==> src/rtl/ahbl_fabric_pkg.sv <==
// Package: shared transfer-type codes and fallback-responder state.
// Assumes: a 2-bit transfer type whose upper bit marks a real access.
package ahbl_fabric_pkg;

    typedef enum logic [1:0] {
        TR_IDLE   = 2'b00,
        TR_BUSY   = 2'b01,
        TR_FIRST  = 2'b10,
        TR_FOLLOW = 2'b11
    } xfer_kind_e;

    typedef enum logic [1:0] {
        FB_OKAY = 2'b00,
        FB_ERR1 = 2'b01,
        FB_ERR2 = 2'b10
    } fb_state_e;

    // True when the transfer type demands a data transfer.
    function automatic logic is_access(input logic [1:0] kind);
        return kind[1];
    endfunction

endpackage

==> src/rtl/region_decoder.sv <==
// Region decoder: turns the top address bits into one select per slave,
// plus a fallback select when no slave owns the address.
// Assumes: slave i owns the region whose index field equals i, and
// N_SLV does not exceed the number of codes of that field.
module region_decoder #(
    parameter int ADDR_W = 32,
    parameter int N_SLV  = 4,
    parameter int RG_MSB = 31,
    parameter int RG_LSB = 28
) (
    input  logic [ADDR_W-1:0] addr_i,
    output logic [N_SLV-1:0]  sel_o,
    output logic              fb_sel_o
);
    localparam int RG_W = RG_MSB - RG_LSB + 1;

    logic [RG_W-1:0] region;
    assign region = addr_i[RG_MSB:RG_LSB];

    // One comparator per slave region.
    for (genvar i = 0; i < N_SLV; i++) begin : g_cmp
        assign sel_o[i] = (region == RG_W'(i));
    end

    // Fallback owns every address that no slave claims.
    assign fb_sel_o = ~|sel_o;

endmodule

==> src/rtl/fallback_responder.sv <==
// Fallback responder: answers unmapped addresses. Idle and busy cycles
// finish at once with OKAY; a real access gets a two-cycle error.
// Assumes: ready_i is the shared bus ready, so a new transfer is taken
// only on an edge where the previous one completes.
module fallback_responder
    import ahbl_fabric_pkg::*;
(
    input  logic       clk,
    input  logic       rst_n,
    input  logic       sel_i,
    input  logic [1:0] trans_i,
    input  logic       ready_i,
    output logic       ready_o,
    output logic       resp_o
);
    fb_state_e state_q;
    logic      take;

    assign take = sel_i && ready_i && is_access(trans_i);

    // Sequence the error response, then accept a new access.
    always_ff @(posedge clk) begin
        if (!rst_n) begin
            state_q <= FB_OKAY;
        end else if (state_q == FB_ERR1) begin
            state_q <= FB_ERR2;
        end else if (take) begin
            state_q <= FB_ERR1;
        end else begin
            state_q <= FB_OKAY;
        end
    end

    // Outputs depend on the state alone.
    always_comb begin
        ready_o = (state_q != FB_ERR1);
        resp_o  = (state_q != FB_OKAY);
    end

    // an access taken here starts the error with ready low.
    assert_err_first_R4: assert property (@(posedge clk) disable iff (!rst_n)
        take |=> (!ready_o && resp_o));

    // a low-ready error cycle is always followed by the closing cycle.
    assert_err_second_R4: assert property (@(posedge clk) disable iff (!rst_n)
        !ready_o |=> (ready_o && resp_o));

endmodule

==> src/rtl/response_router.sv <==
// Response router: picks the data, ready and response of the data-phase
// owner. Index N_SLV stands for the fallback responder.
// Assumes: the index never exceeds N_SLV.
module response_router #(
    parameter int N_SLV  = 4,
    parameter int DATA_W = 32,
    parameter int IDX_W  = 3
) (
    input  logic [IDX_W-1:0]        idx_i,
    input  logic [N_SLV*DATA_W-1:0] rdata_i,
    input  logic [N_SLV-1:0]        ready_i,
    input  logic [N_SLV-1:0]        resp_i,
    input  logic                    fb_ready_i,
    input  logic                    fb_resp_i,
    output logic [DATA_W-1:0]       rdata_o,
    output logic                    ready_o,
    output logic                    resp_o
);
    // Default to the fallback, override with the indexed slave.
    always_comb begin
        rdata_o = '0;
        ready_o = fb_ready_i;
        resp_o  = fb_resp_i;
        for (int i = 0; i < N_SLV; i++) begin
            if (idx_i == IDX_W'(i)) begin
                rdata_o = rdata_i[i*DATA_W +: DATA_W];
                ready_o = ready_i[i];
                resp_o  = resp_i[i];
            end
        end
    end

endmodule

==> src/rtl/ahbl_fabric.sv <==
// Top: address decode towards the slaves and response routing back to
// the master. The routing index is the address-phase decode registered
// on every edge where the shared ready is high.
// Assumes: a single master that follows the pipelined transfer protocol.
module ahbl_fabric
    import ahbl_fabric_pkg::*;
#(
    parameter int ADDR_W = 32,
    parameter int DATA_W = 32,
    parameter int N_SLV  = 4,
    parameter int RG_MSB = 31,
    parameter int RG_LSB = 28
) (
    input  logic                    clk,
    input  logic                    rst_n,
    input  logic [ADDR_W-1:0]       m_addr,
    input  logic [1:0]              m_trans,
    output logic [N_SLV-1:0]        slv_sel,
    input  logic [N_SLV*DATA_W-1:0] slv_rdata,
    input  logic [N_SLV-1:0]        slv_readyout,
    input  logic [N_SLV-1:0]        slv_resp,
    output logic [DATA_W-1:0]       bus_rdata,
    output logic                    bus_ready,
    output logic                    bus_resp
);
    localparam int IDX_W   = $clog2(N_SLV + 1);
    localparam int IDX_DEF = N_SLV;

    logic             fb_sel;
    logic             fb_ready;
    logic             fb_resp;
    logic [IDX_W-1:0] idx_d;
    logic [IDX_W-1:0] idx_q;

    region_decoder #(
        .ADDR_W(ADDR_W), .N_SLV(N_SLV), .RG_MSB(RG_MSB), .RG_LSB(RG_LSB)
    ) u_dec (
        .addr_i   (m_addr),
        .sel_o    (slv_sel),
        .fb_sel_o (fb_sel)
    );

    fallback_responder u_fb (
        .clk     (clk),
        .rst_n   (rst_n),
        .sel_i   (fb_sel),
        .trans_i (m_trans),
        .ready_i (bus_ready),
        .ready_o (fb_ready),
        .resp_o  (fb_resp)
    );

    // Encode the one-hot decode into a routing index.
    always_comb begin
        idx_d = IDX_W'(IDX_DEF);
        for (int i = 0; i < N_SLV; i++) begin
            if (slv_sel[i]) idx_d = IDX_W'(i);
        end
    end

    // Advance routing only when the previous transfer completes.
    always_ff @(posedge clk) begin
        if (!rst_n) begin
            idx_q <= IDX_W'(IDX_DEF);
        end else if (bus_ready) begin
            idx_q <= idx_d;
        end
    end

    response_router #(
        .N_SLV(N_SLV), .DATA_W(DATA_W), .IDX_W(IDX_W)
    ) u_mux (
        .idx_i      (idx_q),
        .rdata_i    (slv_rdata),
        .ready_i    (slv_readyout),
        .resp_i     (slv_resp),
        .fb_ready_i (fb_ready),
        .fb_resp_i  (fb_resp),
        .rdata_o    (bus_rdata),
        .ready_o    (bus_ready),
        .resp_o     (bus_resp)
    );

    // exactly one owner, counting the fallback.
    assert_one_owner_R1: assert property (@(posedge clk) disable iff (!rst_n)
        $countones({slv_sel, fb_sel}) == 1);

    // a completed address phase hands its slave the next data phase.
    for (genvar i = 0; i < N_SLV; i++) begin : g_route_chk
        assert_route_slave_R2: assert property (@(posedge clk) disable iff (!rst_n)
            (bus_ready && slv_sel[i]) |=>
            (bus_rdata == slv_rdata[i*DATA_W +: DATA_W] &&
             bus_ready == slv_readyout[i] && bus_resp == slv_resp[i]));
    end

    // a stall freezes the routing.
    assert_hold_on_stall_R3: assert property (@(posedge clk) disable iff (!rst_n)
        !bus_ready |=> $stable(idx_q));

    // idle or busy to an unmapped address completes with OKAY.
    assert_fb_idle_okay_R5: assert property (@(posedge clk) disable iff (!rst_n)
        (fb_sel && bus_ready && !is_access(m_trans)) |=> (bus_ready && !bus_resp));

    // fallback data phase returns zero data.
    assert_fb_zero_data_R7: assert property (@(posedge clk) disable iff (!rst_n)
        (idx_q == IDX_W'(IDX_DEF)) |-> (bus_rdata == '0));

endmodule

==> config.mk <==
export PLATFORM = sky130hd
export DESIGN_NAME = ahbl_fabric
export DESIGN_NICKNAME = d
export VERILOG_FILES = /design/src/rtl/ahbl_fabric_pkg.sv /design/src/rtl/region_decoder.sv /design/src/rtl/fallback_responder.sv /design/src/rtl/response_router.sv /design/src/rtl/ahbl_fabric.sv
export SDC_FILE = /design/constraint.sdc
export NUM_CORES = 1
export LEC_CHECK = 0
export BUFFER_PORTS_ARGS = -buffer_cell sky130_fd_sc_hd__buf_2
export CAP_MARGIN = 20
export CORE_AREA = 2 2 82 84
export CTS_BUF_LIST = sky130_fd_sc_hd__clkbuf_4
export CTS_CLUSTER_DIAMETER = 100
export CTS_CLUSTER_SIZE = 28
export DETAILED_ROUTE_END_ITERATION = 10
export DIE_AREA = 0 0 84 86
export SYNTH_ARGS = -nofsm -noshare
export SYNTH_HDL_FRONTEND = slang
export SYNTH_SLANG_ARGS = --single-unit
==> constraint.sdc <==
create_clock -name clk -period 2.4 [get_ports clk]
set_input_delay 0.48 -clock clk [delete_from_list [all_inputs] [get_ports clk]]
set_output_delay 0.48 -clock clk [all_outputs]
set_load 0.01 [all_outputs]
# Yosys cells after proc, flatten, opt, wreduce, memory -nomap -nowiden
# Index checks and enable logic that the tools add are counted.
[totals]
register_bits = 5
input_bits = 172
output_inout_bits = 38
[op_classes]
n_eq_ne = 8
mux = 18
n_bitwise = 1
reduce_logical = 8
[ops]
columns = ["operator", "n"]
rows = [
  ["two-way mux 32 bit", 4],
  ["two-way mux 3 bit", 4],
  ["two-way mux 1 bit", 9],
  ["== test 4 x 2 -> 1 bit (second input constant)", 2],
  ["== test 3 x 2 -> 1 bit (second input constant)", 2],
  ["== test 4 x 1 -> 1 bit (second input constant)", 1],
  ["zero test 4 bit", 1],
  ["OR reduction 4 bit", 1],
  ["== test 3 x 1 -> 1 bit (second input constant)", 1],
  ["zero test 3 bit", 1],
  ["== test 2 x 1 -> 1 bit (second input constant)", 1],
  ["logical AND 1 bit", 2],
  ["two-way mux 2 bit", 1],
  ["!= test 2 x 1 -> 1 bit (second input constant)", 1],
  ["nonzero test 2 bit", 1],
  ["OR reduction 2 bit", 1],
  ["zero test 1 bit", 1],
  ["inverter 1 bit", 1],
]

# Logic depth before layout (Yosys ltp)
# Gate-level depths: netlist of the first run.
[depth]
ltp_word = 9
depth_mapped = 6

# Hierarchy
# From an unflattened synthesis of the first run, not the netlist that was laid out.
[hier_totals]
hier_cells = 114
hier_area_um2 = 1336.3
[by_module_without_submodules]
columns = ["mod", "instances", "cells_each", "area_each_um2", "seq_area_each_um2"]
rows = [
  ["response_router", 1, 87, 1079.8, 0.0],
  ["ahbl_fabric", 1, 14, 120.1, 60.1],
  ["fallback_responder", 1, 8, 93.8, 40.0],
  ["region_decoder", 1, 5, 42.5, 0.0],
]

# Worst setup path before layout of the first run
# Ideal clock, no wire load.
[synth_timing]
kind = "reg-to-output"
from = "register idx_q[0]"
to = "output bus_rdata[0]"
arrival_ns = 1.411
setup_slack_ns = 0.509
stages_incl_launch_ff = 5
path_buffers = 2
cell_sequence = "dfxtp_1 clkbuf_2 buf_2 mux4_2 and2_1"
[synth_between]
elab_chain_cells = 5
elab_cells_between_ends = 8
[synth_lines]
columns = ["element", "line_no", "text"]
rows = [
  ["start: declaration", "ahbl_fabric.sv:33", "logic [IDX_W-1:0] idx_q;"],
  ["start signal: assignment", "ahbl_fabric.sv:64", "idx_q <= IDX_W'(IDX_DEF);"],
  ["start signal: assignment", "ahbl_fabric.sv:66", "idx_q <= idx_d;"],
  ["zero test 3 bit", "response_router.sv:25", "if (idx_i == IDX_W'(i)) begin"],
  ["two-way mux 32 bit (3 in series)", "response_router.sv:25", ""],
  ["two-way mux 32 bit (*)", "response_router.sv:25", ""],
  ["end: declaration", "ahbl_fabric.sv:22", "output logic [DATA_W-1:0] bus_rdata,"],
]
# Mark *: on every way between the ends. The rest lies on a longest branch, timed or not.

# Worst setup path in the final report of the first run
[layout_timing]
from = "register idx_q[0]"
to = "output bus_rdata[21]"
# Same word-level chain as after synthesis.

==> results_dict.tcl, run 1 <==
set metrics [dict create \
    ant_nets 0 \
    overflow 0 \
    tns_ps 0 \
    fin_nets 478 \
    grt_pass1_wl_mm 8.29 \
    grt_pass1_vias 1666 \
    crit_required_ps 1920 \
    wire_per_inst_um 14.1 \
    period_share_pct 91.6 \
    drc 0 \
    synth_cell_types 31 \
    final_common_cell "buf_2" \
    hold_class "in -> reg" \
    rrSetupSlack_ps 720 \
    viasPerCell 4.69 \
    synth_edf_count 0 \
    cts_sinks 5 \
    core_mm2 0.00628 \
    worst-endpoint-arrival_ps 1720 \
    antenna_found_initial 3 \
    syn_to_final_growth_pct 74.1 \
    rsz0062_at_grt "false" \
    fmax_mhz 455 \
    peakVddDrop_mv 0.186 \
    clk_pin_slew_worst_paths_ps 50 \
    routed_wl_mm 5.43 \
    p_per_area_mw_per_mm2 227 \
    synthArstFlopShare_pct 0 \
    critPathSlowestCell "mux4_2" \
    place.port_buffers 180 \
    yosysWarnings 0 \
    cpPeakStageDelay_ps 550 \
    crit_type "reg -> out" \
    cts_made_buffers 3 \
    maxSlewViolCount 0 \
    slew_headroom_pct 76.3 \
    clk_latency_ps 250 \
    tritoncts "done" \
    maxCapViolCount 0 \
    synth_area_mm2 0.00138 \
    fin_area_mm2 0.00240 \
    drive_above_1_share_pct 73.8 \
    synth_nets 302 \
    end_kind "primary output" \
    setup_violations 0 \
    regToRegEndpoint "idx_q[1]$_SDFFE_PN0N_" \
    holdPathStages 2 \
    die-width_um 84 \
    grt_start_max_net_pins 43 \
    gr-usage-all-layers_pct 14.1 \
    seq_area_frac_synth_pct 7.27 \
    gp_congestion 0.843 \
    die_area_mm2 0.00722 \
    tightest_slew_ps 354 \
    cp_max_fo 42 \
    reg2reg_depth 5 \
    ctsHoldBuffers 0 \
    status "finished, final reports clean" \
    static-leakage-power_nw 1.22 \
    hold_violations 0 \
    fin_total_pwr_mw 0.545 \
    critPathLaunchType "flop" \
    r2r-start "idx_q[0]$_SDFFE_PN0N_" \
    final_cell_mix "180 x buf_2, 32 x mux4_2, 32 x and2_1" \
    drt_first_pass_iters 4 \
    fp.dieH_um 86 \
    dp_cells 378 \
    clock_skew_ps 2.49 \
    cts_buffer_depth 2 \
    preCtsSetupSlack_ps 443 \
    dpl.hpwl_mm 4.61 \
    path_cells "buf_12 > mux4_2 > and2_1 > buf_2" \
    num_vias 1801 \
    min_to "idx_q[2]$_SDFFE_PN1N_" \
    min_period_ps 2200 \
    rows 29 \
    ys_ff_latch 5 \
    drt_iter0_markers 59 \
    placed_area_mm2 0.00236 \
    min_from "rst_n" \
    finalNonFillerCells 384 \
    synth_cells 130 \
    cts-htree-levels 1 \
    postSynthAreaPerCell_um2 10.6 \
    clock-root-buffer "clkbuf_4" \
    ios 210 \
    synth_ff_type "dfxtp_1" \
    startpoint "idx_q[0]$_SDFFE_PN0N_" \
    cts_resized 0 \
    cts_setup_buffers 0 \
    start_util_pct 21.9 \
    postLayoutSetupSlackWorst_ps 201 \
]
-- power by group --
group / internal [mW] / switching (mW) / leakage, nW
sequential: 0.0885 / 0.00676 / 0.0418
clock: 0.0743 / 0.0372 / 0.0184
combinational: 0.211 / 0.127 / 1.16
-- how the worst max path moves through the flow --
| stage | endpoint | slack (ps) | depth (start not counted) |
|---|---|---|---|
| finish | bus_rdata[21] | 200 | 4 |
| CTS | bus_rdata[21] | 170 | 4 |
| floorplan | bus_rdata[0] | 510 | 4 |
| detailed placement | bus_rdata[21] | 440 | 4 |
| global route | bus_rdata[19] | 120 | 4 |
| global placement | bus_rdata[21] | 450 | 4 |
-- cell usage after synthesis (2+ instances only) --
master | instances | area (µm²)
nand2_1 | 5 | 18.8
a21oi_1 | 4 | 20.0
and3_1 | 3 | 18.8
mux4_2 | 32 | 721
and2_1 | 32 | 200
buf_2 | 6 | 30.0
o21ai_1 | 2 | 10.0
dfxtp_1 | 5 | 100
clkbuf_1 | 6 | 22.5
inv_1 | 2 | 7.51
a31oi_1 | 2 | 12.5
a211oi_1 | 2 | 15.0
nand2b_1 | 2 | 12.5
nand3_1 | 4 | 20.0
nor2_1 | 6 | 22.5
nor3b_1 | 2 | 15.0
-- stage by stage --
step | util (%) | hold WS [ps]
detailed placement | 37.6 | 522
finish | 38.2 | 482
floorplan | - | 489
CTS | 38.1 | 474
global route | 38.1 | 483
global placement | 37.6 | 521
-- routing by layer --
metal,global-route usage [%],routed length (µm),part of all wire [%],up-vias
li1,-,-,-,870
met1,16.5,2060,38,836
met2,25.1,2790,51,89
met3,5.68,553,10,4
met4,2.20,15,0.28,2
met5,0,13,0.24,-
-- cell type report --
| class | count | area [µm²] |
|---|---|---|
| Inverter | 2 | 7.51 |
| Antenna cell | 2 | 5.00 |
| Tap cell | 77 | 96.3 |
| Multi-Input combinational cell | 110 | 1210 |
| Fill cell | 664 | 3880 |
| Sequential cell | 5 | 103 |
| Timing Repair Buffer | 184 | 943 |
| Clock buffer | 4 | 30.0 |
-- registers in the layout, indices dropped and copies added, names as in the netlist --
signal / count
idx_q: 3
u_fb.state_q: 2
-- worst max-delay path, delay by kind of cell, from the launching register on --
kind | cells | cell delay, ps
buffers and inverters | 2 | 410
flip-flops | 1 | 330
multiplexers | 1 | 550
AND/OR/NAND/NOR | 1 | 170
-- kinds of logic (layout without fill, tap and decap cells) --
| kind of cell | Yosys count | in the layout | share of synthesized area, % |
|---|---|---|---|
| other cells | 0 | 2 | 0 |
| buf+inv | 15 | 190 | 4.73 |
| simple gates | 62 | 62 | 27.1 |
| flops | 5 | 5 | 7.27 |
| compound gates | 15 | 15 | 7.82 |
| mux | 33 | 33 | 53.1 |
Note: power is estimated with default switching activity, not from simulation.
==> inputs of run 2 (changes only) <==
Settings changed: ABC_AREA set to 1, CORE_AREA 2 2 82 84 to 2 2 81 83, DIE_AREA 0 0 84 86 to 0 0 83 85.
==> run 2 against run 1 <==
Against the previous run:
- total power up 20%
- critical path depth up 5
- die area down 2.3%
- register-to-register slack better by 60 ps
- wire length up 1.9%
- clock power down 4%
- fmax down 3.6%
- largest power group unchanged
==> results_dict.tcl, run 2 <==
set metrics [dict create \
    status "finished, final reports clean" \
    tritoncts "done" \
    die_area_mm2 0.00706 \
    p_per_area_mw_per_mm2 294 \
    cts_buffer_depth 2 \
    crit_required_ps 1920 \
    worst-endpoint-arrival_ps 1800 \
    fin_nets 592 \
    slew_headroom_pct 70.9 \
    top_layer_used "met4" \
    dr_wl_met3_um 402 \
    cts_made_buffers 3 \
    utilization_pct 35.9 \
    ant_nets 0 \
    synthArstFlopShare_pct 0 \
    place.port_buffers 180 \
    setup_violations 0 \
    clk_pin_slew_worst_paths_ps 40 \
    ys_ff_latch 5 \
    fmax_mhz 438 \
    yosys-top-cells-area "nand2_1 34%, nand3_1 17%, nand4_1 17%" \
    yosysMostFrequentCell "nand2_1" \
    synth_edf_count 0 \
    grt_start_max_net_pins 38 \
    min_period_ps 2280 \
    antenna_found_initial 0 \
    drt_iter0_markers 55 \
    core_mm2 0.00620 \
    maxSlewViolCount 0 \
    drc 0 \
    clk_latency_ps 240 \
    tns_ps 0 \
    insertedDiodeCount 0 \
    postSynthAreaPerCell_um2 4.89 \
    num_vias 2241 \
    synth_nets 414 \
    rsz0062_at_grt "false" \
    cpPeakStageDelay_ps 310 \
    routed_wl_mm 5.53 \
    syn_to_final_growth_pct 88.1 \
    reg2reg_depth 10 \
    p_int_mw 0.374 \
    synth_cells 242 \
    gp_congestion 0.735 \
    power_frac_seq_pct 15.2 \
    rows 29 \
    yosysWarnings 0 \
    synth_cell_types 18 \
    swShare_pct 42.8 \
    dpl.hpwl_mm 4.49 \
    final_cell_mix "180 x buf_2, 108 x nand2_1, 41 x nand3_1" \
    clock_skew_ps 0.859 \
    regMostFlops "idx_q" \
    route.met2.wl_mm 2.84 \
    yosysTopAreaCellShare_pct 34.3 \
    ctsHoldBuffers 0 \
    crit_family "buffers and inverters" \
    hold_class "in -> reg" \
    pwr-share-clk_pct 16.5 \
    path_cells "inv_2 > buf_4 > nor3_4 > buf_4 > inv_1 > or2_0 > nand3b_1 > nand2_1 > buf_2" \
    combPwrFrac_pct 68.3 \
    largestRegisters "idx_q x3, u_fb.state_q x2" \
    largest_reg_flops 3 \
    wire_per_inst_um 11.2 \
    start_util_pct 19.1 \
    synth_ff_type "dfxtp_1" \
    hold_violations 0 \
    cp.depth 9 \
    cts-htree-levels 1 \
    static-leakage-power_nw 1.27 \
    drive_above_1_share_pct 48.2 \
    drt_first_pass_iters 4 \
    period_share_pct 95.1 \
    die-width_um 83 \
    critPathLaunchType "flop" \
    yosys-top-cells-count "108 x nand2_1, 41 x nand3_1, 32 x nand4_1, 12 x inv_1, 12 x nor2_1" \
    tightest_slew_ps 436 \
    path_buf_inv 5 \
    maxCapViolCount 0 \
    switchingPower_mw 0.280 \
    synth_area_mm2 0.00118 \
    clock-root-buffer "clkbuf_4" \
    wl_met1_mm 2.25 \
    grt_pass1_vias 2237 \
    synth_area_leader_cell "nand2_1" \
    overflow 0 \
    cp_max_fo 37 \
    ios 210 \
    holdPathStages 2 \
    grt_pass1_wl_mm 9.23 \
    seq_area_frac_synth_pct 8.47 \
    peakVddDrop_mv 0.158 \
    gr-usage-all-layers_pct 15.1 \
    end_kind "primary output" \
    crit_type "reg -> out" \
    viasPerCell 4.52 \
    final_common_cell "buf_2" \
    cpMostUsedCell "buf_4" \
    cts_sinks 5 \
    critPathSlowestCell "dfxtp_1" \
    fp.dieH_um 85 \
]
[run 2: cell types whose count changed after synthesis, moves of 6 or more]
cell | previous run | this run
and2_1 | 32 | 0
mux4_2 | 32 | 0
nand2_1 | 5 | 108
nor2_1 | 6 | 12
nand3_1 | 4 | 41
nand4_1 | 0 | 32
inv_1 | 2 | 12
[run 2: through the flow]
step,instance area [µm²],power [mW],cells,setup WS [ps],hold slack (ps)
after global placement,2180,0.545,490,164,511
after CTS,2210,0.662,494,12.2,464
after detailed placement,2180,0.548,490,110,513
final,2220,0.654,496,119,475
after global routing,2220,0.721,496,2.54,476
after floorplan,1180,0.322,242,725,488
[run 2: kinds of logic after synthesis]
kind of cell           after synthesis  synth area share, %
and+or+nand+nor                    202                 78.7
buffers and inverters               31                 10.9
AOI/OAI and AO/OA                    4                 1.90
DFF                                  5                 8.47
[run 2: path summary, 6_finish.rpt]
kind / start / slack, ps / endpoint
worst max-delay path: idx_q[1]$_SDFFE_PN0N_ / 120 / bus_resp
worst min register to register: u_fb.state_q[1]$_SDFF_PN0_ / 510 / u_fb.state_q[1]$_SDFF_PN0_
worst max register to register: idx_q[1]$_SDFFE_PN0N_ / 780 / idx_q[2]$_SDFFE_PN1N_
worst min-delay path: rst_n / 470 / idx_q[2]$_SDFFE_PN1N_
[run 2: power groups by stage]
stage	combinational, mW	clock (mW)	sequential (mW)
2_1_floorplan	0.222	0	0.0996
3_3_place_gp	0.444	0	0.101
3_5_place_dp	0.447	0	0.101
4_1_cts	0.449	0.113	0.0997
5_1_grt	0.497	0.123	0.100
6_report	0.447	0.108	0.0997
[run 2: worst register-to-register path, stage by stage (launching register included)]
cell and delay (ps):
dfxtp_1 300, inv_2 50, buf_4 380, nor3_4 50
buf_4 210, nor2_1 120, nand2_1 70, nand2_2 120
nand2_2 70, nand2_1 90, nand3_1 70
[run 2: per-layer routing]
layer,global-route usage [%],up-vias
met4,3.43,0
met5,0,-
li1,-,1165
met1,16.1,962
met2,30.8,108
met3,2.43,6
[run 2: area by class of cell]
type | count | area (µm²)
clock buffers | 4 | 30.0
well taps | 77 | 96.3
inverters | 14 | 56.3
repair buffers | 190 | 988
multi-input cells | 206 | 953
fillers | 702 | 3980
flip-flops and latches | 5 | 100
[run 2: timing repair]
item	4_1_cts	5_1_grt
endpoints found under the setup margin	15	15
buffers inserted	0	2
gates resized for setup	1	0
